`config.mk`:
```
export PLATFORM = sky130hd
export DESIGN_NAME = busmatch_rd_conv
export DESIGN_NICKNAME = d
export VERILOG_FILES = /design/src/rtl/bm_pkg.sv /design/src/rtl/bm_cfg_latch.sv /design/src/rtl/bm_hold_ctr.sv /design/src/rtl/bm_lane_mux.sv /design/src/rtl/busmatch_rd_conv.sv
export SDC_FILE = /design/constraint.sdc
export NUM_CORES = 1
export LEC_CHECK = 0
export BUFFER_PORTS_ARGS = -buffer_cell sky130_fd_sc_hd__clkbuf_2
export CORE_ASPECT_RATIO = 0.7
export CORE_MARGIN = 3
export CORE_UTILIZATION = 30
export DETAILED_ROUTE_END_ITERATION = 10
export HOLD_SLACK_MARGIN = 0.1
export PLACE_DENSITY_LB_ADDON = 0.25
export SETUP_SLACK_MARGIN = 0.05
export SYNTH_ARGS = -nofsm -noshare
export SYNTH_HDL_FRONTEND = slang
export SYNTH_SLANG_ARGS = --single-unit
```
`constraint.sdc`:
```
create_clock -name clk -period 2.4 [get_ports clk]
set_input_delay 0.36 -clock clk [delete_from_list [all_inputs] [get_ports clk]]
set_output_delay 0.36 -clock clk [all_outputs]
set_load 0.05 [all_outputs]
```
`src/rtl/bm_pkg.sv`:
```
// Package: shared mode type and the decode of the two width selects.
// Assumes the width selects are static once reset is released.
package bm_pkg;

    typedef enum logic [1:0] {
        MODE_LONG = 2'd0,
        MODE_HALF = 2'd1,
        MODE_LANE = 2'd2
    } bm_mode_e;

    // Turns the narrow/byte select pair into a port width mode.
    function automatic bm_mode_e decode_mode(input logic narrow, input logic bytew);
        if (!narrow) begin
            return MODE_LONG;
        end
        return bytew ? MODE_LANE : MODE_HALF;
    endfunction

endpackage

```
`src/rtl/bm_cfg_latch.sv`:
```
// Module: captures width mode and piece order while reset is low.
// Assumes rst_n is held low for at least one clock edge.
module bm_cfg_latch
    import bm_pkg::*;
(
    input  logic     clk,
    input  logic     rst_n,
    input  logic     big_in,
    input  logic     narrow_in,
    input  logic     byte_in,
    output bm_mode_e mode_o,
    output logic     big_o
);

    // Sample the configuration inputs only during reset; hold otherwise.
    always_ff @(posedge clk) begin
        if (!rst_n) begin
            mode_o <= decode_mode(narrow_in, byte_in);
            big_o  <= big_in;
        end
    end

endmodule

```
`src/rtl/bm_hold_ctr.sv`:
```
// Module: one-word holding register with a piece counter and the FIFO handshake.
// Assumes LANES is a power of two of at least 2.
module bm_hold_ctr
    import bm_pkg::*;
#(
    parameter int LANE_W = 9,
    parameter int LANES  = 4,
    localparam int WORD_W = LANE_W * LANES,
    localparam int IDX_W  = $clog2(LANES)
) (
    input  logic              clk,
    input  logic              rst_n,
    input  bm_mode_e          mode,
    input  logic [WORD_W-1:0] src_data,
    input  logic              src_valid,
    output logic              src_ready,
    input  logic              rd_en,
    output logic [WORD_W-1:0] hold_q,
    output logic [IDX_W-1:0]  idx_q,
    output logic              hold_vld
);

    logic [IDX_W-1:0] last_idx;
    logic             is_last;
    logic             advance;
    logic             take;

    // Index of the final piece for the latched width mode.
    always_comb begin
        case (mode)
            MODE_HALF: last_idx = IDX_W'(1);
            MODE_LANE: last_idx = IDX_W'(LANES - 1);
            default:   last_idx = '0;
        endcase
    end

    // Handshake terms: accept a word only when empty or draining the final piece.
    always_comb begin
        is_last   = (idx_q == last_idx);
        advance   = rd_en && hold_vld;
        src_ready = !hold_vld || (advance && is_last);
        take      = src_valid && src_ready;
    end

    // Load, step through pieces, and release the word after its last piece.
    always_ff @(posedge clk) begin
        if (!rst_n) begin
            hold_q   <= '0;
            idx_q    <= '0;
            hold_vld <= 1'b0;
        end else if (take) begin
            hold_q   <= src_data;
            idx_q    <= '0;
            hold_vld <= 1'b1;
        end else if (advance && is_last) begin
            idx_q    <= '0;
            hold_vld <= 1'b0;
        end else if (advance) begin
            idx_q    <= idx_q + IDX_W'(1);
        end
    end

    // a word with pieces left is neither replaced nor requested.
    p_no_fetch_midword_r8: assert property (@(posedge clk) disable iff (!rst_n)
        (hold_vld && !is_last) |-> !src_ready);

    // without a read the held word and position stay put.
    p_hold_stable_r8: assert property (@(posedge clk) disable iff (!rst_n)
        (hold_vld && !rd_en) |=> ($stable(hold_q) && $stable(idx_q) && hold_vld));

    // a read while empty with nothing offered leaves the converter empty.
    p_empty_read_r9: assert property (@(posedge clk) disable iff (!rst_n)
        (!hold_vld && !src_valid) |=> (!hold_vld && idx_q == '0));

    // draining the last piece with a word on offer keeps the port occupied.
    p_no_gap_r10: assert property (@(posedge clk) disable iff (!rst_n)
        (advance && is_last && src_valid) |=> (hold_vld && idx_q == '0));

endmodule

```
`src/rtl/bm_lane_mux.sv`:
```
// Module: selects the current piece from the held word by mode, order and index.
// Assumes idx never exceeds the last piece index of the mode; output is zero when empty.
module bm_lane_mux
    import bm_pkg::*;
#(
    parameter int LANE_W = 9,
    parameter int LANES  = 4,
    localparam int WORD_W = LANE_W * LANES,
    localparam int HALF_W = WORD_W / 2,
    localparam int IDX_W  = $clog2(LANES)
) (
    input  bm_mode_e          mode,
    input  logic              big,
    input  logic [WORD_W-1:0] hold,
    input  logic [IDX_W-1:0]  idx,
    input  logic              vld,
    output logic [WORD_W-1:0] out
);

    logic [LANE_W-1:0] lane [LANES];
    logic [HALF_W-1:0] half [2];
    logic              hsel;
    logic [IDX_W-1:0]  lsel;

    for (genvar g = 0; g < LANES; g++) begin : g_lane
        assign lane[g] = hold[g*LANE_W +: LANE_W];
    end

    for (genvar h = 0; h < 2; h++) begin : g_half
        assign half[h] = hold[h*HALF_W +: HALF_W];
    end

    // Map the piece index to a physical half or lane according to the order.
    always_comb begin
        hsel = big ? ~idx[0] : idx[0];
        lsel = big ? (IDX_W'(LANES - 1) - idx) : idx;
    end

    // Right-align the chosen piece and zero everything else.
    always_comb begin
        out = '0;
        if (vld) begin
            case (mode)
                MODE_HALF: out[HALF_W-1:0] = half[hsel];
                MODE_LANE: out[LANE_W-1:0] = lane[lsel];
                default:   out             = hold;
            endcase
        end
    end

endmodule

```
`src/rtl/busmatch_rd_conv.sv`:
```
// Module: read-side bus-matching converter; splits FIFO long words for a narrower port.
// Assumes configuration inputs are meaningful while rst_n is low and src_data
// is stable while src_valid is high and not yet accepted.
module busmatch_rd_conv
    import bm_pkg::*;
#(
    parameter int LANE_W = 9,
    parameter int LANES  = 4,
    localparam int WORD_W = LANE_W * LANES,
    localparam int IDX_W  = $clog2(LANES)
) (
    input  logic              clk,
    input  logic              rst_n,
    input  logic              cfg_big_first,
    input  logic              cfg_narrow,
    input  logic              cfg_byte,
    input  logic [WORD_W-1:0] src_data,
    input  logic              src_valid,
    output logic              src_ready,
    input  logic              rd_en,
    output logic [WORD_W-1:0] out_data,
    output logic              out_empty
);

    bm_mode_e          mode_q;
    logic              big_q;
    logic [WORD_W-1:0] hold_q;
    logic [IDX_W-1:0]  idx_q;
    logic              hold_vld;

    bm_cfg_latch u_cfg (
        .clk       (clk),
        .rst_n     (rst_n),
        .big_in    (cfg_big_first),
        .narrow_in (cfg_narrow),
        .byte_in   (cfg_byte),
        .mode_o    (mode_q),
        .big_o     (big_q)
    );

    bm_hold_ctr #(.LANE_W(LANE_W), .LANES(LANES)) u_hold (
        .clk       (clk),
        .rst_n     (rst_n),
        .mode      (mode_q),
        .src_data  (src_data),
        .src_valid (src_valid),
        .src_ready (src_ready),
        .rd_en     (rd_en),
        .hold_q    (hold_q),
        .idx_q     (idx_q),
        .hold_vld  (hold_vld)
    );

    bm_lane_mux #(.LANE_W(LANE_W), .LANES(LANES)) u_mux (
        .mode (mode_q),
        .big  (big_q),
        .hold (hold_q),
        .idx  (idx_q),
        .vld  (hold_vld),
        .out  (out_data)
    );

    // Empty covers both an idle FIFO and a fully drained word.
    assign out_empty = !hold_vld;

    // configuration is frozen once reset has been released.
    p_cfg_frozen_r7: assert property (@(posedge clk) disable iff (!rst_n)
        rst_n |=> ($stable(mode_q) && $stable(big_q)));

    // nothing pending means the port shows zero.
    p_empty_zero_r1: assert property (@(posedge clk) disable iff (!rst_n)
        out_empty |-> (out_data == '0));

endmodule

```
==> flow_metrics.tcl, run 1 <==
set metrics [dict create \
    ant_nets 0 \
    reg2reg_to "u_hold.hold_q[29]" \
    synth_cell_types 44 \
    cts_max_level 2 \
    numClockSinks 42 \
    path_cells "buf_6 -> buf_8 -> mux2i_1 -> o22ai_1 -> a221oi_2 -> o21ai_2 -> buf_8" \
    status "finished clean" \
    rsz0062_at_grt "yes" \
    r2r_slack_ps 390 \
    p_per_area_nw_per_um2 585.3 \
    grt_pass1_wl_um 14980 \
    ys_warn_count 0 \
    synth_top_flop_cell "dfxtp_1" \
    cp_data_arrival_time_ps 2000 \
    synth_edf_count 3 \
    gp_congestion 0.9215 \
    setup_viol 0 \
    port_buffers 80 \
    p_leak_uw 0.001655 \
    area_growth_pct 38.13 \
    cpPeakStageDelay_ps 490 \
    drc_errors 0 \
    slew_violations 0 \
    dpl.hpwl_um 7047 \
    overflow 0 \
    die_w_um 122.0 \
    wirelength_um 9922 \
    cp-end-kind "primary output" \
    die_y_um 87.19 \
    synth_nets 404 \
    grt_pass1_vias 2783 \
    wl_per_cell_um 17.75 \
    hp-class "in -> reg" \
    core_um2 8793 \
    dieArea_um2 10640 \
    nFillCells 907 \
    grt_max_degree 73 \
    design_area_um2 3902 \
    reg2reg_depth 8 \
    hold_buffers 0 \
    tightest_slew_ps 604.0 \
    grt_use_total 0.1800 \
    max_cap_viol_count 0 \
    ys_seq_area_frac 0.3082 \
    cp-start-kind "flop" \
    ir_worst_vdd_mv 0.2924 \
    crit_end "out_data[3]" \
    crit_type "reg -> out" \
    antenna_found_initial 0 \
    cpMostUsedCell "buf_8" \
    fin_skew_ps 6.068 \
    dr.pass1.iters 5 \
    cts_tree "built" \
    design.portCount 81 \
    fmax_ghz 0.4237 \
    vias 3000 \
    globalRouteMet1Util 0.2736 \
    cts_buffers 5 \
    top_usage_layer "met1" \
    post-route-min-period_ps 2360 \
    grt_use_met3 0.04416 \
    finalCritPeriodShare 0.9835 \
    critPathRequiredTime_ps 2040 \
    clkTransAtPathRegs_ps 70 \
    syn_area_per_cell_um2 7.870 \
    clock_latency_ps 290 \
    timing.slew.headroom 0.5973 \
    diodes 0 \
    cp_slowest_cell "edfxtp_1" \
    start_util 0.3213 \
    dp_slack_ps 127.3 \
    syn_area_um2 2825 \
    drt_iter0_markers 215 \
    cts-root-buf "clkbuf_16" \
    row_count 28 \
    post_drt_via_cell_ratio 5.367 \
    grt_use_met2 0.2530 \
    synth_cells 359 \
    post_dp_cell_area_um2 3361 \
    r2r-start "u_cfg.mode_o[0]" \
    clockBufferDepth 2 \
    hold_violations 0 \
    setup_slack_ps 39.71 \
    path_max_fanout 8 \
    final_nets 483 \
    async_reset_ff_frac 0 \
    critical_path.startpoint "u_cfg.big_o" \
    fin_util 0.4438 \
    ys_ff_latch 42 \
    layout-drive-gt1-share 0.3713 \
]
-- worst min-delay path by stage --
| stage | from | end | slack, ps | depth (start not counted) |
|---|---|---|---|---|
| global route | cfg_big_first | u_cfg.big_o | 270 | 1 |
| floorplan | u_hold.hold_q[17] | u_hold.hold_q[17] | 450 | 2 |
| detailed placement | u_hold.hold_q[15] | u_hold.hold_q[15] | 490 | 2 |
| CTS | cfg_big_first | u_cfg.big_o | 270 | 1 |
| finish | cfg_big_first | u_cfg.big_o | 260 | 1 |
| global placement | u_hold.hold_q[7] | u_hold.hold_q[7] | 480 | 2 |
-- synth_stat cells (2+ instances only) --
library cell,count,area [µm²]
mux2i_1,16,160.2
nand3_1,38,190.2
o21a_1,9,67.56
buf_6,9,101.4
or2_2,2,12.51
edfxtp_1,3,90.09
inv_1,6,22.52
nand2b_1,5,31.28
a221oi_1,9,78.83
clkbuf_1,17,63.81
dfxtp_1,39,780.8
o22ai_1,11,68.82
buf_4,4,30.03
nor2_1,11,41.29
buf_2,2,10.01
o21ai_0,5,25.02
o31ai_1,8,60.06
a22oi_1,8,60.06
and3_1,36,225.2
o21ai_1,42,210.2
nand2_1,52,195.2
nor2b_1,2,12.51
ha_1,2,25.02
buf_1,2,7.510
a21oi_1,2,10.01
-- critical path: cells and delay by family (launching register included) --
| kind | cells | cell delay [ps] |
|---|---|---|
| muxes | 1 | 210 |
| buffers and inverters | 3 | 520 |
| AOI/OAI and AO/OA | 3 | 500 |
| DFF | 1 | 490 |
-- cell type report --
cell class / instances / area (µm²) / share of cell area
clock buffer: 5 / 125.1 / 0.03206
clock inverter: 3 / 20.02 / 0.005130
inverter: 6 / 25.02 / 0.006412
multi-input combinational: 279 / 1969 / 0.5046
sequential: 42 / 875.8 / 0.2244
tap: 120 / 150.1 / 0.03847
timing repair buffer: 104 / 737.0 / 0.1888
-- cell families (layout without fill, tap and decap cells) --
logic type,Yosys count,count (layout),synth area share
AND/OR/NAND/NOR,151,152,0.2631
AO/OA/AOI/OAI,102,102,0.2361
multiplexers,18,18,0.06953
buffers and inverters,40,118,0.08326
XOR/XNOR,4,5,0.03101
flip-flops,42,42,0.3082
adder cells (fa/ha/maj),2,2,0.008856
-- per-layer routing --
layer	share of wire	up-vias
met4	0.0063	0
li1	-	1468
met5	0	-
met3	0.091	8
met1	0.49	1398
met2	0.41	126
-- power by group --
part / switching (µW) / total [µW] / internal, µW
combinational: 447 / 744 / 297
clock: 298 / 685 / 386
sequential: 92.3 / 855 / 763
total: 838 / 2280 / 1450
-- flip-flops by register name (all words and copies together), names as in the netlist --
register and cells:
u_hold.hold_q 36, u_cfg.mode_o 2, u_hold.idx_q 2, u_cfg.big_o 1, u_hold.hold_vld 1
-- cells in the final DEF (no fill, tap or decap), types with 10 or more instances in the layout --
cell type,Yosys,routed
mux2i_1,16,15
nand3_1,38,38
dfxtp_1,39,37
and3_1,36,35
clkbuf_2,0,61
nand2_1,52,51
buf_4,4,18
o21ai_1,42,34
nor2_1,11,11
o22ai_1,11,10
-- timing repair --
action                                  CTS  global route
gates cloned                              0             2
pin swaps                                 1            10
setup buffers                             3             2
endpoints found under the setup margin   19            19
gates resized for setup                  44            43
-- per-stage QoR --
step | hold slack (ps) | total power, µW | instances | TNS, ps
final | 263.5 | 2284 | 559 | 0
after global routing | 270.8 | 2387 | 559 | -116.8
after CTS | 272.6 | 2218 | 555 | 0
after detailed placement | 487.5 | 1476 | 544 | 0
after global placement | 480.9 | 1469 | 544 | 0
after floorplan | 447.9 | 1290 | 359 | 0
No activity file was read; power rests on OpenSTA's default activity.
==> run 2, diff against run 1 <==
CELL_PAD_IN_SITES_DETAIL_PLACEMENT = 1   (was not set)
CELL_PAD_IN_SITES_GLOBAL_PLACEMENT = 2   (was not set)
CORE_UTILIZATION = 29   (was 30)
CTS_BUF_LIST = sky130_fd_sc_hd__clkbuf_8 sky130_fd_sc_hd__clkbuf_16   (was not set)
PLACE_DENSITY = 0.9   (was not set)
PLACE_DENSITY_LB_ADDON = not set   (was 0.25)
==> run 2 against run 1 <==
  * Worst setup slack got worse by 27 ps
  * First-iteration DRC count decreased by 11%
  * Maximum frequency is 1.2% lower
  * Die area grew 3.2%
  * Via count is 2.5% higher
  * Global-route usage grew 1.9 points
  * Worst hold slack got worse by 13 ps
  * Sequential share of layout area decreased by 0.63 points
  * Wire length is 9.1% higher
  * Clock skew down 1.4 ps
  * Critical endpoint is now out_data[5]
  * Highest routed layer unchanged
==> flow_metrics.tcl, run 2 (synthesized netlist as in run 1, its figures left out) <==
set metrics [dict create \
    grt_use_total 0.1991 \
    fmax_ghz 0.4188 \
    r2r_slack_ps 450 \
    cp_data_arrival_time_ps 2030 \
    tightest_slew_ps 546.6 \
    drc_errors 0 \
    grt_max_degree 73 \
    p_leak_uw 0.001660 \
    dieArea_um2 10980 \
    setup_slack_ps 12.24 \
    rsz0062_at_grt "yes" \
    wl_per_cell_um 19.33 \
    slew_violations 0 \
    reg2reg_to "u_hold.hold_q[6]" \
    design.portCount 81 \
    dp_slack_ps 163.6 \
    hold_violations 0 \
    cp-start-kind "flop" \
    cpMostUsedCell "buf_6" \
    cp-end-kind "primary output" \
    grt_pass1_wl_um 16720 \
    dr.pass1.iters 4 \
    clock_latency_ps 290 \
    final_cells 560 \
    mostFrequentLayoutCells "clkbuf_2, nand2_1, nand3_1" \
    hold_buffers 0 \
    status "finished clean" \
    hold_depth 1 \
    vias 3075 \
    layout-drive-gt1-share 0.3945 \
    reg_top3 "u_hold.hold_q: 36 flops, u_cfg.mode_o: 2 flops, u_hold.idx_q: 2 flops" \
    overflow 0 \
    dpl.hpwl_um 7730 \
    numClockSinks 42 \
    path_max_fanout 8 \
    worstHoldStart "cfg_big_first" \
    crit_type "reg -> out" \
    r2r-start "u_cfg.mode_o[0]" \
    setup_viol 0 \
    p_per_area_nw_per_um2 601.7 \
    core_um2 9253 \
    reg2reg_depth 8 \
    nFillCells 1129 \
    cpPeakStageDelay_ps 500 \
    max_cap_viol_count 0 \
    antenna_found_initial 0 \
    diodes 0 \
    ant_nets 0 \
    whs_ps 250.1 \
    timing.slew.headroom 0.6352 \
    crit_family "buffers and inverters" \
    cp_slowest_cell "edfxtp_1" \
    post-route-min-period_ps 2388 \
    path_cells "buf_6 -> xnor2_4 -> buf_6 -> and3_1 -> o31ai_2 -> o21ai_2 -> buf_8" \
    crit_cells 7 \
    wirelength_um 10820 \
    die_y_um 88.58 \
    cts_tree "built" \
    ir_worst_vdd_mv 0.2795 \
    start_util 0.3053 \
    cts_buffers 5 \
    min_to "u_cfg.big_o" \
    hp-class "in -> reg" \
    final_nets 480 \
    drt_iter0_markers 192 \
    critPathRequiredTime_ps 2040 \
    cts-root-buf "clkbuf_16" \
    regMostFlops "u_hold.hold_q" \
    cts_max_level 2 \
    area_growth_pct 41.72 \
    layout_commonest_cell "clkbuf_2" \
    row_count 29 \
    post_drt_via_cell_ratio 5.491 \
    fin_skew_ps 4.686 \
    die_w_um 124.0 \
    clkTransAtPathRegs_ps 60 \
    crit_buf_inv 3 \
    largest_reg_flops 36 \
    clockBufferDepth 2 \
    grt_pass1_vias 3081 \
    dp.cells 547 \
    port_buffers 80 \
    gp_congestion 0.8700 \
    finalCritPeriodShare 0.9949 \
]
-- run 2: cell type report --
| type | count | area [µm²] | share of cell area |
|---|---|---|---|
| Timing Repair Buffer | 101 | 780.7 | 0.1950 |
| Multi-Input combinational cell | 279 | 2007 | 0.5012 |
| Tap cell | 124 | 155.1 | 0.03875 |
| Sequential cell | 42 | 873.3 | 0.2181 |
| Inverter | 6 | 22.52 | 0.005625 |
| Clock buffer | 5 | 125.1 | 0.03125 |
| Clock inverter | 3 | 40.04 | 0.01000 |
-- run 2: how the worst max path moves through the flow --
stage	startpoint	endpoint	slack [ps]
after floorplan	u_cfg.mode_o[0]	out_data[8]	50
after global placement	u_cfg.big_o	out_data[10]	190
after detailed placement	u_cfg.big_o	out_data[12]	160
after CTS	u_cfg.big_o	out_data[8]	20
after global routing	u_cfg.big_o	out_data[5]	-80
final	u_cfg.big_o	out_data[5]	10
-- run 2: through the flow --
step	setup TNS [ps]	util	cell area, µm²	power, µW
after floorplan	0	-	2855	1290
after global placement	0	0.3629	3358	1464
after detailed placement	0	0.3629	3358	1483
after CTS	0	0.4218	3902	2370
after global routing	-108.1	0.4327	4004	2496
final	0	0.4327	4004	2409
-- run 2: repair_timing --
action | 4_1_cts | 5_1_grt
endpoints found under the setup margin | 18 | 19
pin swaps | 11 | 12
resized for setup | 77 | 34
buffers inserted | 1 | 1
cloned | 3 | 0
-- run 2: where the power goes --
group	total, µW	switching (µW)	leakage [µW]	internal [µW]
Sequential	858	94.4	0.000351	763
Clock	795	307	0.0000855	489
Combinational	756	459	0.00122	297
Total	2410	860	0.00166	1550
-- run 2: worst register-to-register path, delay by kind of cell, from the launching register on --
kind,cells,cell delay (ps)
buffers and inverters,3,560
AO/OA/AOI/OAI,2,360
flip-flops,1,390
adder cells (fa/ha/maj),1,230
XOR/XNOR,1,170
AND/OR/NAND/NOR,1,190
-- run 2: layer usage --
| layer | track usage | vias up | part of all wire | wire length, µm |
|---|---|---|---|---|
| met5 | 0 | - | 0 | 0 |
| li1 | - | 1462 | - | - |
| met1 | 0.2927 | 1500 | 0.50 | 5359 |
| met2 | 0.2977 | 100 | 0.43 | 4636 |
| met4 | 0.05169 | 0 | 0.015 | 159 |
| met3 | 0.03962 | 13 | 0.062 | 667 |
==> run 3, diff against run 2 <==
CORE_MARGIN = not set   (was 3)
==> run 3 against run 2 <==
  * Maximum frequency up 1.4%
  * Via count is 1.7% higher
  * Critical path depth unchanged
  * Largest cell class unchanged
  * Worst hold slack improved by 22 ps
==> flow_metrics.tcl, run 3 (synthesized netlist as in run 1, its figures left out) <==
set metrics [dict create \
    clkTransAtPathRegs_ps 60 \
    final_nets 484 \
    slew_violations 0 \
    cp-start-kind "flop" \
    clockBufferDepth 2 \
    design.portCount 81 \
    hold_buffers 0 \
    drc_errors 0 \
    reg_top3 "u_hold.hold_q: 36 flops, u_cfg.mode_o: 2 flops, u_hold.idx_q: 2 flops" \
    grt_pass1_wl_um 16840 \
    dieArea_um2 10150 \
    wl_per_cell_um 19.91 \
    crit_type "reg -> out" \
    post-route-min-period_ps 2355 \
    p_per_area_nw_per_um2 587.3 \
    die_y_um 84.58 \
    nFillCells 1120 \
    grt_pass1_vias 3124 \
    finalCritPeriodShare 0.9815 \
    p_comb_frac 0.335 \
    setup_viol 0 \
    dpl.hpwl_um 7636 \
    critPathRequiredTime_ps 2040 \
    post_drt_via_cell_ratio 5.546 \
    fin_setup_tns_ps 0 \
    crit_family "buffers and inverters" \
    diodes 0 \
    overflow 0 \
    hp-class "in -> reg" \
    grt_use_total 0.2140 \
    max_cap_viol_count 0 \
    gp_congestion 0.8069 \
    layout_commonest_cell "clkbuf_2" \
    cp_data_arrival_time_ps 2000 \
    clock_latency_ps 290 \
    cp_slowest_cell "edfxtp_1" \
    tightest_slew_ps 483.2 \
    port_buffers 80 \
    switchingPower_uw 856.6 \
    whs_ps 272.4 \
    antenna_found_initial 0 \
    fmax_ghz 0.4245 \
    power_frac_clock 0.302 \
    core_um2 9253 \
    rsz0062_at_grt "yes" \
    largest_reg_flops 36 \
    cts_buffers 5 \
    row_count 29 \
    area_growth_pct 41.90 \
    start_util 0.3053 \
    mostFrequentLayoutCells "clkbuf_2, nand2_1, nand3_1" \
    ant_nets 0 \
    vias 3128 \
    dr.pass1.iters 4 \
    cts_tree "built" \
    p_int_uw 1498 \
    status "finished clean" \
    cts-root-buf "clkbuf_16" \
    fin_skew_ps 7.484 \
    cts_max_level 2 \
    crit_buf_inv 3 \
    ir_worst_vdd_mv 0.2608 \
    sequentialPowerShare 0.364 \
    layout-drive-gt1-share 0.3818 \
    path_max_fanout 5 \
    drt_iter0_markers 250 \
    path_cells "buf_6 -> xnor2_4 -> buf_4 -> and3_1 -> o31ai_2 -> o21ai_2 -> buf_8" \
    cpPeakStageDelay_ps 500 \
    p_leak_uw 0.001680 \
    fin_util 0.4333 \
    grt_max_degree 73 \
    hold_violations 0 \
    cp-end-kind "primary output" \
    swShare 0.3638 \
    die_w_um 120.0 \
    wirelength_um 11230 \
    numClockSinks 42 \
    regMostFlops "u_hold.hold_q" \
    timing.slew.headroom 0.6779 \
]
run 3: cell types whose count changed in the layout (fill, tap and decap cells not counted), moves of 2 or more:
cell / before / now
and3_4: 3 / 6
buf_6: 5 / 9
a22oi_2: 9 / 1
buf_2: 0 / 2
and3_1: 33 / 30
o31ai_4: 1 / 3
a221oi_2: 5 / 7
a22oi_1: 0 / 8
buf_8: 15 / 10
buf_4: 14 / 20
a221oi_1: 4 / 1
nor2_2: 7 / 0
o31ai_2: 7 / 5
nor2_1: 4 / 11
run 3: metal layers:
| layer | up-vias | share of wire | GRT usage |
|---|---|---|---|
| li1 | 1463 | - | - |
| met1 | 1532 | 0.45 | 0.3050 |
| met2 | 121 | 0.47 | 0.3380 |
| met3 | 12 | 0.071 | 0.03872 |
| met4 | 0 | 0.011 | 0.03750 |
| met5 | - | 0 | 0 |
run 3: repair_timing:
item,4_1_cts,5_1_grt
gates cloned,1,1
hold endpoints to repair,0,0
endpoints found under the setup margin,19,19
gates resized for setup,52,51
setup buffers,3,5
pin swaps,3,14
run 3: final timing paths:
kind | from | slack, ps | cells past startpoint | endpoint
min reg2reg | u_hold.hold_q[15] | 520 | 2 | u_hold.hold_q[15]
min | cfg_big_first | 270 | 1 | u_cfg.big_o
max reg2reg | u_cfg.mode_o[1] | 420 | 7 | u_hold.hold_q[8]
max | u_cfg.big_o | 40 | 7 | out_data[2]
run 3: worst register-to-register path: cells and delay by family, from the launching register on:
kind            cells  cell delay (ps)
simple gates        1              180
fa+ha+maj           1              330
flops               1              430
buf+inv             2              490
xor+xnor            1              120
compound gates      2              360
run 3: power by group through the flow:
stage	Combinational [µW]	Clock, µW	Sequential, µW
6_report	788	710	856
5_1_grt	840	754	863
4_1_cts	704	721	849
3_5_place_dp	628	0	860
3_3_place_gp	608	0	854
2_1_floorplan	472	0	819
run 3: area by class of cell:
cell class              instances  area [µm²]  area share
multi-input cells             277        1993      0.4972
flip-flops and latches         42       875.8      0.2185
repair buffers                107       810.8      0.2022
well taps                     124       155.1     0.03870
clock buffers                   6       138.9     0.03464
inverters                       6       22.52    0.005618
clock inverters                 2       12.51    0.003121
run 3: through the flow:
| stage | setup slack [ps] | power (µW) | instance area, µm² | instances |
|---|---|---|---|---|
| 6_report | 44.52 | 2354 | 4009 | 564 |
| 5_1_grt | -31.96 | 2458 | 4009 | 564 |
| 4_1_cts | 26.73 | 2274 | 3774 | 558 |
| 3_5_place_dp | 67.92 | 1488 | 3351 | 546 |
| 3_3_place_gp | 179.2 | 1463 | 3351 | 546 |
| 2_1_floorplan | 53.82 | 1290 | 2855 | 359 |
